==> src/rtl/stale_cache_ctrl.sv <==
module stale_cache_ctrl #(
  parameter int AW    = 16,
  parameter int DW    = 32,
  parameter int VW    = 4,
  parameter int LINES = 16,
  parameter int RN    = 4
) (
  input  logic             clk,
  input  logic             rst_n,
  input  logic             rd_req,
  input  logic [AW-1:0]    rd_addr,
  output logic             rd_ready,
  output logic [1:0]       rd_class,
  output logic             rd_done,
  output logic [DW-1:0]    rd_data,
  input  logic [VW-1:0]    iter_now,
  input  logic [VW-1:0]    stale_limit,
  input  logic [RN-1:0]    rgn_en,
  input  logic [RN*AW-1:0] rgn_base,
  input  logic [RN*AW-1:0] rgn_limit,
  output logic             fill_req,
  output logic [AW-1:0]    fill_addr,
  input  logic             fill_valid,
  input  logic [DW-1:0]    fill_data
);
  localparam int IW = $clog2(LINES);
  localparam int TW = AW - IW;

  logic [LINES-1:0] v_q, m_q;
  logic [TW-1:0]    tag_q  [LINES];
  logic [VW-1:0]    ver_q  [LINES];
  logic [DW-1:0]    data_q [LINES];

  logic          busy_q, pend_mode_q;
  logic [AW-1:0] pend_addr_q;
  logic [VW-1:0] pend_ver_q;

  logic [RN-1:0] rgn_hit;
  genvar g;
  generate
    for (g = 0; g < RN; g++) begin : g_rgn
      assign rgn_hit[g] = rgn_en[g] && (rd_addr >= rgn_base[g*AW +: AW])
                                    && (rd_addr <= rgn_limit[g*AW +: AW]);
    end
  endgenerate

  wire [IW-1:0] idx     = rd_addr[IW-1:0];
  wire [TW-1:0] tg      = rd_addr[AW-1:IW];
  wire [IW-1:0] pidx    = pend_addr_q[IW-1:0];
  wire          present = v_q[idx] && (tag_q[idx] == tg);
  wire [VW-1:0] age     = iter_now - ver_q[idx];
  wire          too_old = m_q[idx] && (age > stale_limit);
  wire          take    = rd_req && !busy_q;
  wire          hit     = present && !too_old;
  wire          landing = busy_q && fill_valid;

  assign rd_ready  = !busy_q;
  assign rd_class  = !take ? 2'd0 : !present ? 2'd3 : too_old ? 2'd2 : 2'd1;
  assign rd_done   = (take && hit) || landing;
  assign rd_data   = busy_q ? fill_data : data_q[idx];
  assign fill_req  = busy_q;
  assign fill_addr = pend_addr_q;

  always_ff @(posedge clk) begin
    if (!rst_n) begin
      busy_q <= 1'b0;
      v_q    <= '0;
    end else if (landing) begin
      busy_q    <= 1'b0;
      v_q[pidx] <= 1'b1;
    end else if (take && !hit) begin
      busy_q   <= 1'b1;
      v_q[idx] <= 1'b0;
    end
  end

  always_ff @(posedge clk) begin
    if (take && !hit) begin
      pend_addr_q <= rd_addr;
      pend_mode_q <= |rgn_hit;
      pend_ver_q  <= iter_now;
    end
    if (landing) begin
      m_q[pidx]    <= pend_mode_q;
      tag_q[pidx]  <= pend_addr_q[AW-1:IW];
      ver_q[pidx]  <= pend_ver_q;
      data_q[pidx] <= fill_data;
    end
  end

  p_stale_fetch_r4: assert property (@(posedge clk) disable iff (!rst_n)
    rd_class == 2'd2 |=> fill_req && fill_addr == $past(rd_addr));
  p_cold_fetch_r5: assert property (@(posedge clk) disable iff (!rst_n)
    rd_class == 2'd3 |=> fill_req && fill_addr == $past(rd_addr));
  p_hit_no_fetch_r3: assert property (@(posedge clk) disable iff (!rst_n)
    rd_class == 2'd1 |=> !fill_req);
  p_fill_holds_r8: assert property (@(posedge clk) disable iff (!rst_n)
    fill_req && !fill_valid |=> fill_req && $stable(fill_addr));
  p_quiet_wait_r8: assert property (@(posedge clk) disable iff (!rst_n)
    !rd_ready && !fill_valid |-> !rd_done && rd_class == 2'd0);
  p_fill_returns_r6: assert property (@(posedge clk) disable iff (!rst_n)
    fill_req && fill_valid |-> rd_done && rd_data == fill_data && rd_class == 2'd0);
  p_idle_class_r11: assert property (@(posedge clk) disable iff (!rst_n)
    !rd_req |-> rd_class == 2'd0);
endmodule

==> config.mk <==
export PLATFORM = sky130hd
export DESIGN_NAME = stale_cache_ctrl
export DESIGN_NICKNAME = d
export VERILOG_FILES = /design/src/rtl/stale_cache_ctrl.sv
export SDC_FILE = /design/constraint.sdc
export NUM_CORES = 1
export LEC_CHECK = 0
export BUFFER_PORTS_ARGS = -buffer_cell sky130_fd_sc_hd__buf_2
export CAP_MARGIN = 10
export CORE_MARGIN = 4
export CORE_UTILIZATION = 60
export DETAILED_ROUTE_END_ITERATION = 10
export PLACE_DENSITY_LB_ADDON = 0.05
export SLEW_MARGIN = 0
export SYNTH_ARGS = -nofsm -noshare
export SYNTH_HDL_FRONTEND = slang
export SYNTH_SLANG_ARGS = --single-unit
==> constraint.sdc <==
create_clock -name clk -period 11.4 [get_ports clk]
set_input_delay 2.28 -clock clk [delete_from_list [all_inputs] [get_ports clk]]
set_output_delay 2.28 -clock clk [all_outputs]
set_load 0.005 [all_outputs]
==> flow_summary_export.csv, run 1 <==
group,metric,value,unit
final_layout,drive_gt1_share,29.2,%
clock_tree,root_buffer,"clkbuf_16",
route,post_drt_wl_per_cell,27.7,um
critical_path,r2r_end,"pend_ver_q[1]$_DFFE_PP_",
place,pre_cts_ws,2220,ps
critical_path,reg2reg_slack,6670,ps
timing,rsz0062_at_grt,"no",
clock_tree,clk_pin_slew,70,ps
timing,fin_ws,2270,ps
final_layout,final_common_cell,"edfxtp_1",
timing,worst_hold_slack,548,ps
final_layout,nets,2467,
global_routing,antenna_found_initial,8,
route,routed_wl,82400,um
hold_path,hold_depth,2,
floorplan,die_w,249,um
place,dp_cells,2820,
final_layout,area_growth,14.1,%
timing,finalClockSkew,21.7,ps
power_and_ir_drop,leakage,14.3,nW
timing,relSlewSlack,18.1,%
route,drt_iter0_drc,1713,
timing,fin_setup_tns,0,ps
critical_path,crit_buf_inv,3,
floorplan,die_h,249,um
clock_tree,postCtsSetupRepairBufs,0,
critical_path,critPathArrivalTime,6850,ps
clock_tree,tritoncts,"built",
timing,fmax,110,MHz
logic_synthesis,yosysUniqueCellTypes,56,
critical_path,slowest_stage,"buf_8",
logic_synthesis,synthCells,1854,
route,ant_nets,0,
floorplan,initial_core_util,60.5,%
global_routing,grt-ovfl-total,0,
clock_tree,numCtsBuffers,82,
critical_path,crit_cells,16,
place,port_buffers,244,
status,status,"complete, no violations",
floorplan,core_area,57700,um^2
power_and_ir_drop,p_per_area,163,nW/um^2
global_routing,grt_pass1_vias,19400,
critical_path,reg2reg_depth,14,
critical_path,reg2reg_from,"ver_q[7][0]$_DFFE_PP_",
clock_tree,cts_hold_buf,0,
power_and_ir_drop,design_power_total,6.52,mW
logic_synthesis,synth-seq-cells,822,
floorplan,dieArea,62100,um^2
critical_path,crit_type,"in -> out",
floorplan,rows,88,
clock_tree,cts-resized-gates,0,
timing,final-hold-violation-count,0,
final_layout,fin_cells,2977,
logic_synthesis,syn_area_per_cell,18.8,um^2
logic_synthesis,synth_edf_count,805,
power_and_ir_drop,ir_drop,0.149,mV
route,dr.pass1.iters,5,
critical_path,startpoint_type,"input pin",
floorplan,ios,245,
logic_synthesis,async_flop_share,0,%
logic_synthesis,syn-cell-area,34900,um^2
global_routing,grt_pass1_wl,124000,um
hold_path,hold_start,"v_q[5]$_SDFFE_PN0P_",
logic_synthesis,synth_flop_cell,"edfxtp_1",
hold_path,hold_path_end,"v_q[5]$_SDFFE_PN0P_",
global_routing,grt_max_degree,96,
final_layout,layout_common_cells,"edfxtp_1, buf_2, mux4_2",
critical_path,crit_family,"simple AND/OR/NAND/NOR gates",
timing,finalSetupViolations,0,
timing,slew_viol_final,0,
critical_path,end_kind,"primary output",
timing,fin_crit,9130,ps
route,vias,18700,
critical_path,crit_path_cell_trace,"buf_8, mux4_2, mux4_2, ha_1, inv_1, fa_1, ha_1, nor2b_1, o21ai_0, nand2b_1, a21oi_1, and3b_1, or3_1, or3_1, o21ai_0, buf_2",
route,remaining_drc_errors,0,
run,maxCapViolations,0,
critical_path,critPathRequiredTime,9120,ps
route,vias_per_cell,6.27,
global_routing,grt_usage,26.7,%
clock_tree,cts_max_path_buffers,3,
logic_synthesis,syn-num-nets,2182,
logic_synthesis,ys_warn_count,0,
hold_path,hold_class,"reg -> reg",
clock_tree,cts.htree.levels,3,
logic_synthesis,ys_seq_area_share,70.2,%
timing,period_share,80.1,%
place,gp_congestion,0.902,
clock_tree,clock-sinks,822,
timing,worst_slew_pin_slew,1230,ps
place,dp_hpwl,44100,um
critical_path,cpPeakStageDelay,640,ps
critical_path,path_max_fanout,73,
clock_tree,clk_latency,630,ps
[area by class of cell]
type | instances | area, um^2
inverters | 143 | 538
well taps | 765 | 957
clock inverters | 49 | 503
fillers | 3758 | 17800
repair buffers | 271 | 1460
flip-flops and latches | 822 | 24500
diodes | 5 | 12.5
clock buffers | 103 | 2220
multi-input cells | 819 | 9660
[cell usage after synthesis, drive strengths merged, types with 23 or more instances]
library cell  number  area [um^2]
mux4             231         5200
a21oi             35          175
o21ai             42          210
nand2            116          435
nor2              38          143
buf               38          218
edfxtp           805        24200
clkbuf            32          120
a21o              31          233
ha               135         1690
inv              141          529
nand4             23          144
mux2i             28          280
[worst max path at each step]
stage	start	endpoint
6_report	rd_addr[0]	rd_done
5_1_grt	rd_addr[0]	rd_done
4_1_cts	rd_addr[0]	rd_done
3_5_place_dp	rd_addr[0]	rd_done
3_3_place_gp	rd_addr[0]	rd_done
2_1_floorplan	rd_addr[0]	rd_done
[layer usage]
layer,wire (um),track usage (%),part of all wire (%)
met1,33100,37.8,40
met2,41400,43.9,50
met3,6270,4.54,7.6
met4,1720,7.43,2.1
met5,28,0,0.034
[worst register-to-register path, delay by kind of cell, from the launching register on]
kind / cells / cell delay, ps
buf+inv: 1 / 90
compound gates: 2 / 140
mux: 2 / 960
simple gates: 6 / 1850
flops: 1 / 370
fa+ha+maj: 3 / 920
[registers in the layout, summed over array words and instances (netlist names)]
register,cells
fill_req,1
ver_q,64
pend_ver_q,4
m_q,16
data_q,512
tag_q,192
pend_mode_q,1
v_q,16
fill_addr,16
[report_power, final]
part | internal [mW] | switching (mW) | total (mW)
clock network | 1.59 | 1.11 | 2.70
logic | 0.198 | 0.257 | 0.455
registers | 3.34 | 0.0213 | 3.36
[kinds of logic after synthesis]
group                      synth area share, %
AOI/OAI and AO/OA                         3.59
DFF                                       70.2
muxes                                     15.7
xor gates and xnor gates                 0.276
and+or+nand+nor                           2.87
buffers and inverters                     2.50
adders and majority gates                 4.89
[per-stage QoR]
stage | cell area (um^2) | utilization [%]
floorplan | 34900 | -
detailed placement | 37100 | 64.4
CTS | 39900 | 69.1
global route | 39900 | 69.1
global placement | 37100 | 64.4
finish | 39900 | 69.1
(Power assumes the default switching activity.)
==> run 2, diff against run 1 <==
Settings changed: CORE_UTILIZATION 60 to 55.
Clock period 11.4 ns to 7.5 ns, I/O delays scaled along.
==> flow_summary_export.csv, run 2 (synthesized netlist as in run 1, its figures left out) <==
group,metric,value,unit
status,status,"complete, no violations",
timing,finalClockSkew,31.7,ps
timing,period_share,92.9,%
critical_path,slowest_stage,"mux4_2",
floorplan,core_area,63000,um^2
global_routing,grt_usage,25.1,%
floorplan,initial_core_util,55.5,%
floorplan,ios,245,
route,routed_wl,84500,um
critical_path,worstSetupStartpoint,"rd_addr[0]",
clock_tree,clock-sinks,822,
clock_tree,postCtsSetupRepairBufs,0,
hold_path,hold_class,"reg -> reg",
route,remaining_drc_errors,0,
timing,fmax,143,MHz
run,maxCapViolations,0,
power_and_ir_drop,p_sw,2.14,mW
timing,worst_slew_pin_slew,1180,ps
timing,fin_ws,530,ps
clock_tree,numCtsBuffers,85,
clock_tree,tritoncts,"built",
timing,fin_crit,6970,ps
route,ant_nets,0,
clock_tree,clk_pin_slew,60,ps
final_layout,largestRegisters,"data_q (512), tag_q (192), ver_q (64)",
power_and_ir_drop,leakage,14.3,nW
critical_path,crit_path_cell_trace,"buf_8, mux4_2, mux4_2, ha_1, inv_1, fa_1, ha_1, nor2b_1, o21ai_0, nand2b_1, a21oi_1, and3b_1, or3_1, or3_1, nor2b_1, buf_2",
place,gp_congestion,0.844,
critical_path,reg2reg_from,"ver_q[7][0]$_DFFE_PP_",
floorplan,dieArea,67600,um^2
clock_tree,clk_latency,630,ps
critical_path,crit_type,"in -> out",
timing,finalSetupViolations,0,
global_routing,grt_max_degree,119,
timing,fin_setup_tns,0,ps
power_and_ir_drop,clkPwrFrac,40.9,%
final_layout,final_common_cell,"edfxtp_1",
global_routing,grt_pass1_vias,19100,
route,post_drt_wl_per_cell,27.6,um
power_and_ir_drop,p_per_area,246,nW/um^2
hold_path,hold_depth,2,
place,dp_hpwl,46300,um
critical_path,critPathArrivalTime,5470,ps
clock_tree,cts-resized-gates,0,
route,dr.pass1.iters,5,
timing,final-hold-violation-count,0,
clock_tree,cts_max_path_buffers,3,
critical_path,end_kind,"primary output",
final_layout,largest_reg_flops,512,
timing,relSlewSlack,21.2,%
critical_path,cpPeakStageDelay,540,ps
final_layout,area_growth,14.4,%
global_routing,grt_pass1_wl,123000,um
route,vias,18700,
critical_path,path_max_fanout,18,
critical_path,startpoint_type,"input pin",
power_and_ir_drop,pwr-share-seq,52.0,%
global_routing,antenna_found_initial,6,
critical_path,crit_end,"rd_class[1]",
timing,rsz0062_at_grt,"no",
final_layout,drive_gt1_share,29.2,%
clock_tree,root_buffer,"clkbuf_16",
final_layout,nets,2477,
power_and_ir_drop,combPwrFrac,7.1,%
final_layout,largest-register,"data_q",
critical_path,critPathRequiredTime,6000,ps
floorplan,rows,92,
power_and_ir_drop,ir_drop,0.201,mV
floorplan,die_h,260,um
place,pre_cts_ws,508,ps
timing,slew_viol_final,0,
route,vias_per_cell,6.12,
global_routing,grt-ovfl-total,0,
power_and_ir_drop,p_int,7.68,mW
clock_tree,cts_hold_buf,0,
critical_path,reg2reg_depth,15,
final_layout,layout_common_cells,"edfxtp_1, buf_2, mux4_2",
place,port_buffers,244,
floorplan,die_w,260,um
critical_path,r2r_end,"fill_addr[10]$_DFFE_PP_",
clock_tree,cts.htree.levels,3,
route,drt_iter0_drc,1761,
power_and_ir_drop,swShare,21.8,%
critical_path,reg2reg_slack,2960,ps
==> run 2: critical path: cells and delay by family <==
family / cells / cell delay, ps
multiplexers: 2 / 1020
AO/OA/AOI/OAI: 2 / 260
buffers and inverters: 3 / 410
adder cells (fa/ha/maj): 3 / 910
AND/OR/NAND/NOR: 6 / 1360
==> run 2: final cells by class <==
class | count | area, um^2
sequential | 822 | 24500
multi-input combinational | 819 | 9660
fill | 4459 | 23000
tap | 846 | 1060
timing repair buffer | 278 | 1520
antenna | 3 | 7.51
clock inverter | 55 | 424
clock buffer | 99 | 2220
inverter | 143 | 538
==> run 2: how the worst min path moves through the flow <==
| stage | startpoint | end | slack, ps |
|---|---|---|---|
| 2_1_floorplan | v_q[2]$_SDFFE_PN0P_ | v_q[2]$_SDFFE_PN0P_ | 510 |
| 3_3_place_gp | v_q[1]$_SDFFE_PN0P_ | v_q[1]$_SDFFE_PN0P_ | 520 |
| 3_5_place_dp | v_q[13]$_SDFFE_PN0P_ | v_q[13]$_SDFFE_PN0P_ | 530 |
| 4_1_cts | v_q[13]$_SDFFE_PN0P_ | v_q[13]$_SDFFE_PN0P_ | 540 |
| 5_1_grt | v_q[14]$_SDFFE_PN0P_ | v_q[14]$_SDFFE_PN0P_ | 570 |
| 6_report | v_q[13]$_SDFFE_PN0P_ | v_q[13]$_SDFFE_PN0P_ | 540 |
==> run 2: per-stage QoR <==
stage / std cells / utilization, % / hold WS, ps / cell area, um^2 / power, mW
after global routing: 3064 / 63.4 / 574 / 39900 / 10.2
after global placement: 2908 / 59.2 / 523 / 37300 / 5.89
after floorplan: 1854 / - / 509 / 35000 / 5.61
after CTS: 3062 / 63.4 / 541 / 39900 / 9.90
final: 3065 / 63.4 / 543 / 39900 / 9.81
after detailed placement: 2908 / 59.2 / 529 / 37300 / 5.91
==> run 2: power by group through the flow <==
stage	logic, mW	registers, mW	clock network [mW]
floorplan	0.416	5.19	0
global placement	0.689	5.20	0
detailed placement	0.703	5.20	0
CTS	0.706	5.11	4.09
global route	0.771	5.11	4.28
finish	0.698	5.11	4.01
==> run 2: metal layers <==
layer / GRT usage [%] / part of all wire, % / vias up
met1: 36.6 / 42 / 9849
met5: 0 / 0.021 / -
met4: 6.00 / 1.9 / 4
li1: - / - / 8089
met2: 40.5 / 49 / 693
met3: 4.05 / 7.3 / 113
==> run 3, diff against run 2 <==
Settings changed: CORE_UTILIZATION 55 to 60.
Clock period 7.5 ns to 6.8 ns, I/O delays scaled along.
==> flow_summary_export.csv, run 3 (synthesized netlist as in run 1, its figures left out) <==
group,metric,value,unit
route,ant_nets,0,
global_routing,grt_max_degree,102,
global_routing,grt-ovfl-total,0,
run,maxCapViolations,0,
timing,slew_viol_final,0,
place,dp_cells,2838,
clock_tree,clock-sinks,822,
floorplan,core_area,57700,um^2
global_routing,grt_usage,27.4,%
critical_path,end_kind,"primary output",
route,post_drt_wl_per_cell,28.3,um
final_layout,nets,2485,
clock_tree,clk_latency,630,ps
power_and_ir_drop,ir_drop,0.221,mV
place,placed_cell_area,37300,um^2
critical_path,crit_buf_inv,3,
critical_path,critPathArrivalTime,5180,ps
status,status,"complete, no violations",
final_layout,drive_gt1_share,29.8,%
route,dr.pass1.iters,5,
timing,rsz0062_at_grt,"no",
timing,final-hold-violation-count,0,
place,gp_congestion,0.876,
global_routing,grt_pass1_vias,19300,
final_layout,fin_area,39900,um^2
floorplan,dieArea,62100,um^2
timing,period_share,96.1,%
final_layout,multi_input_area,9680,um^2
clock_tree,cts_hold_buf,0,
clock_tree,cts_max_path_buffers,3,
final_layout,final_util,69.2,%
timing,fmax,153,MHz
final_layout,largest-register,"data_q",
critical_path,crit_family,"compound AO/OA/AOI/OAI gates",
floorplan,initial_core_util,60.5,%
route,remaining_drc_errors,0,
route,vias,19000,
place,port_buffers,244,
timing,finalSetupViolations,0,
critical_path,critPathRequiredTime,5440,ps
power_and_ir_drop,leakage,14.4,nW
clock_tree,root_buffer,"clkbuf_16",
floorplan,ios,245,
power_and_ir_drop,p_per_area,272,nW/um^2
hold_path,hold_class,"reg -> reg",
critical_path,crit_type,"in -> out",
place,dp_hpwl,46900,um
final_layout,final_common_cell,"edfxtp_1",
final_layout,largest_reg_flops,512,
final_layout,regArea,24500,um^2
timing,fin_crit,6540,ps
global_routing,grt_pass1_wl,126000,um
clock_tree,postCtsSetupRepairBufs,0,
critical_path,startpoint_type,"input pin",
floorplan,die_h,249,um
clock_tree,clk_pin_slew,60,ps
critical_path,slowest_stage,"a2111oi_0",
timing,finalClockSkew,19.9,ps
final_layout,largestRegisters,"data_q (512), tag_q (192), ver_q (64)",
timing,worst_slew_pin_slew,1260,ps
final_layout,fin_cells,2990,
global_routing,antenna_found_initial,4,
critical_path,cpPeakStageDelay,730,ps
power_and_ir_drop,design_power_total,10.9,mW
clock_tree,cts.htree.levels,3,
floorplan,rows,88,
clock_tree,numCtsBuffers,82,
timing,relSlewSlack,15.7,%
clock_tree,tritoncts,"built",
route,routed_wl,84700,um
critical_path,crit_path_cell_trace,"buf_8, buf_12, mux4_2, mux2i_1, o32ai_1, a2111oi_0, o21ai_0, or3_1, o21ai_1, buf_2",
route,vias_per_cell,6.35,
final_layout,layout_common_cells,"edfxtp_1, buf_2, mux4_2",
timing,fin_setup_tns,0,ps
final_layout,fill_cells,3744,
route,drt_iter0_drc,1894,
critical_path,path_max_fanout,101,
floorplan,die_w,249,um
final_layout,area_growth,14.3,%
-- run 3: changes by cell type in the layout (fill, tap and decap cells not counted), moves of 2 or more --
cell	change
buf_4	+12
clkinv_1	-7
clkbuf_1	+5
clkbuf_16	-5
inv_16	+4
bufinv_16	+3
clkinv_2	-2
clkinvlp_4	+2
diode_2	-2
-- run 3: path summary, 6_finish.rpt --
check,startpoint,endpoint,slack [ps],cells after the start
setup / recovery,rd_addr[0],rd_done,260,10
hold / removal,v_q[4]$_SDFFE_PN0P_,v_q[4]$_SDFFE_PN0P_,550,2
setup reg to reg,ver_q[6][1]$_DFFE_PP_,fill_req$_SDFFE_PP0P_,2300,16
hold reg to reg,v_q[4]$_SDFFE_PN0P_,v_q[4]$_SDFFE_PN0P_,550,2
-- run 3: layout make-up --
class / count / area share, %
Antenna cell: 1 / 0.00627
Clock buffer: 99 / 5.30
Clock inverter: 52 / 1.34
Inverter: 143 / 1.35
Multi-Input combinational cell: 819 / 24.2
Sequential cell: 822 / 61.4
Tap cell: 765 / 2.40
Timing Repair Buffer: 289 / 3.99
-- run 3: per-layer routing --
layer / up-vias / wire (um) / GRT usage (%)
met1: 9795 / 34300 / 40.0
met3: 149 / 7480 / 5.23
met2: 932 / 40600 / 43.0
met5: - / 28 / 0
li1: 8103 / - / -
met4: 6 / 2370 / 8.48
-- run 3: metrics by stage --
step                      hold WS (ps)  setup WS, ps
final                              546           262
after detailed placement           530           212
after floorplan                    509          -208
after global placement             524           270
after CTS                          541           210
after global routing               576          9.44
-- run 3: power breakdown --
| group | internal, mW | leakage, nW | switching, mW |
|---|---|---|---|
| Combinational | 0.340 | 5.67 | 0.433 |
| Sequential | 5.60 | 7.39 | 0.0371 |
| Clock | 2.55 | 1.29 | 1.90 |
| Total | 8.49 | 14.4 | 2.37 |
-- run 3: worst min-delay path: cells and delay by family (launching register included) --
family | cells | cell delay [ps]
flops | 1 | 310
compound gates | 2 | 190
-- run 3: timing repair --
item	4_1_cts	5_1_grt
hold endpoints to repair	0	0
gates resized for setup	0	1
endpoints found under the setup margin	0	2
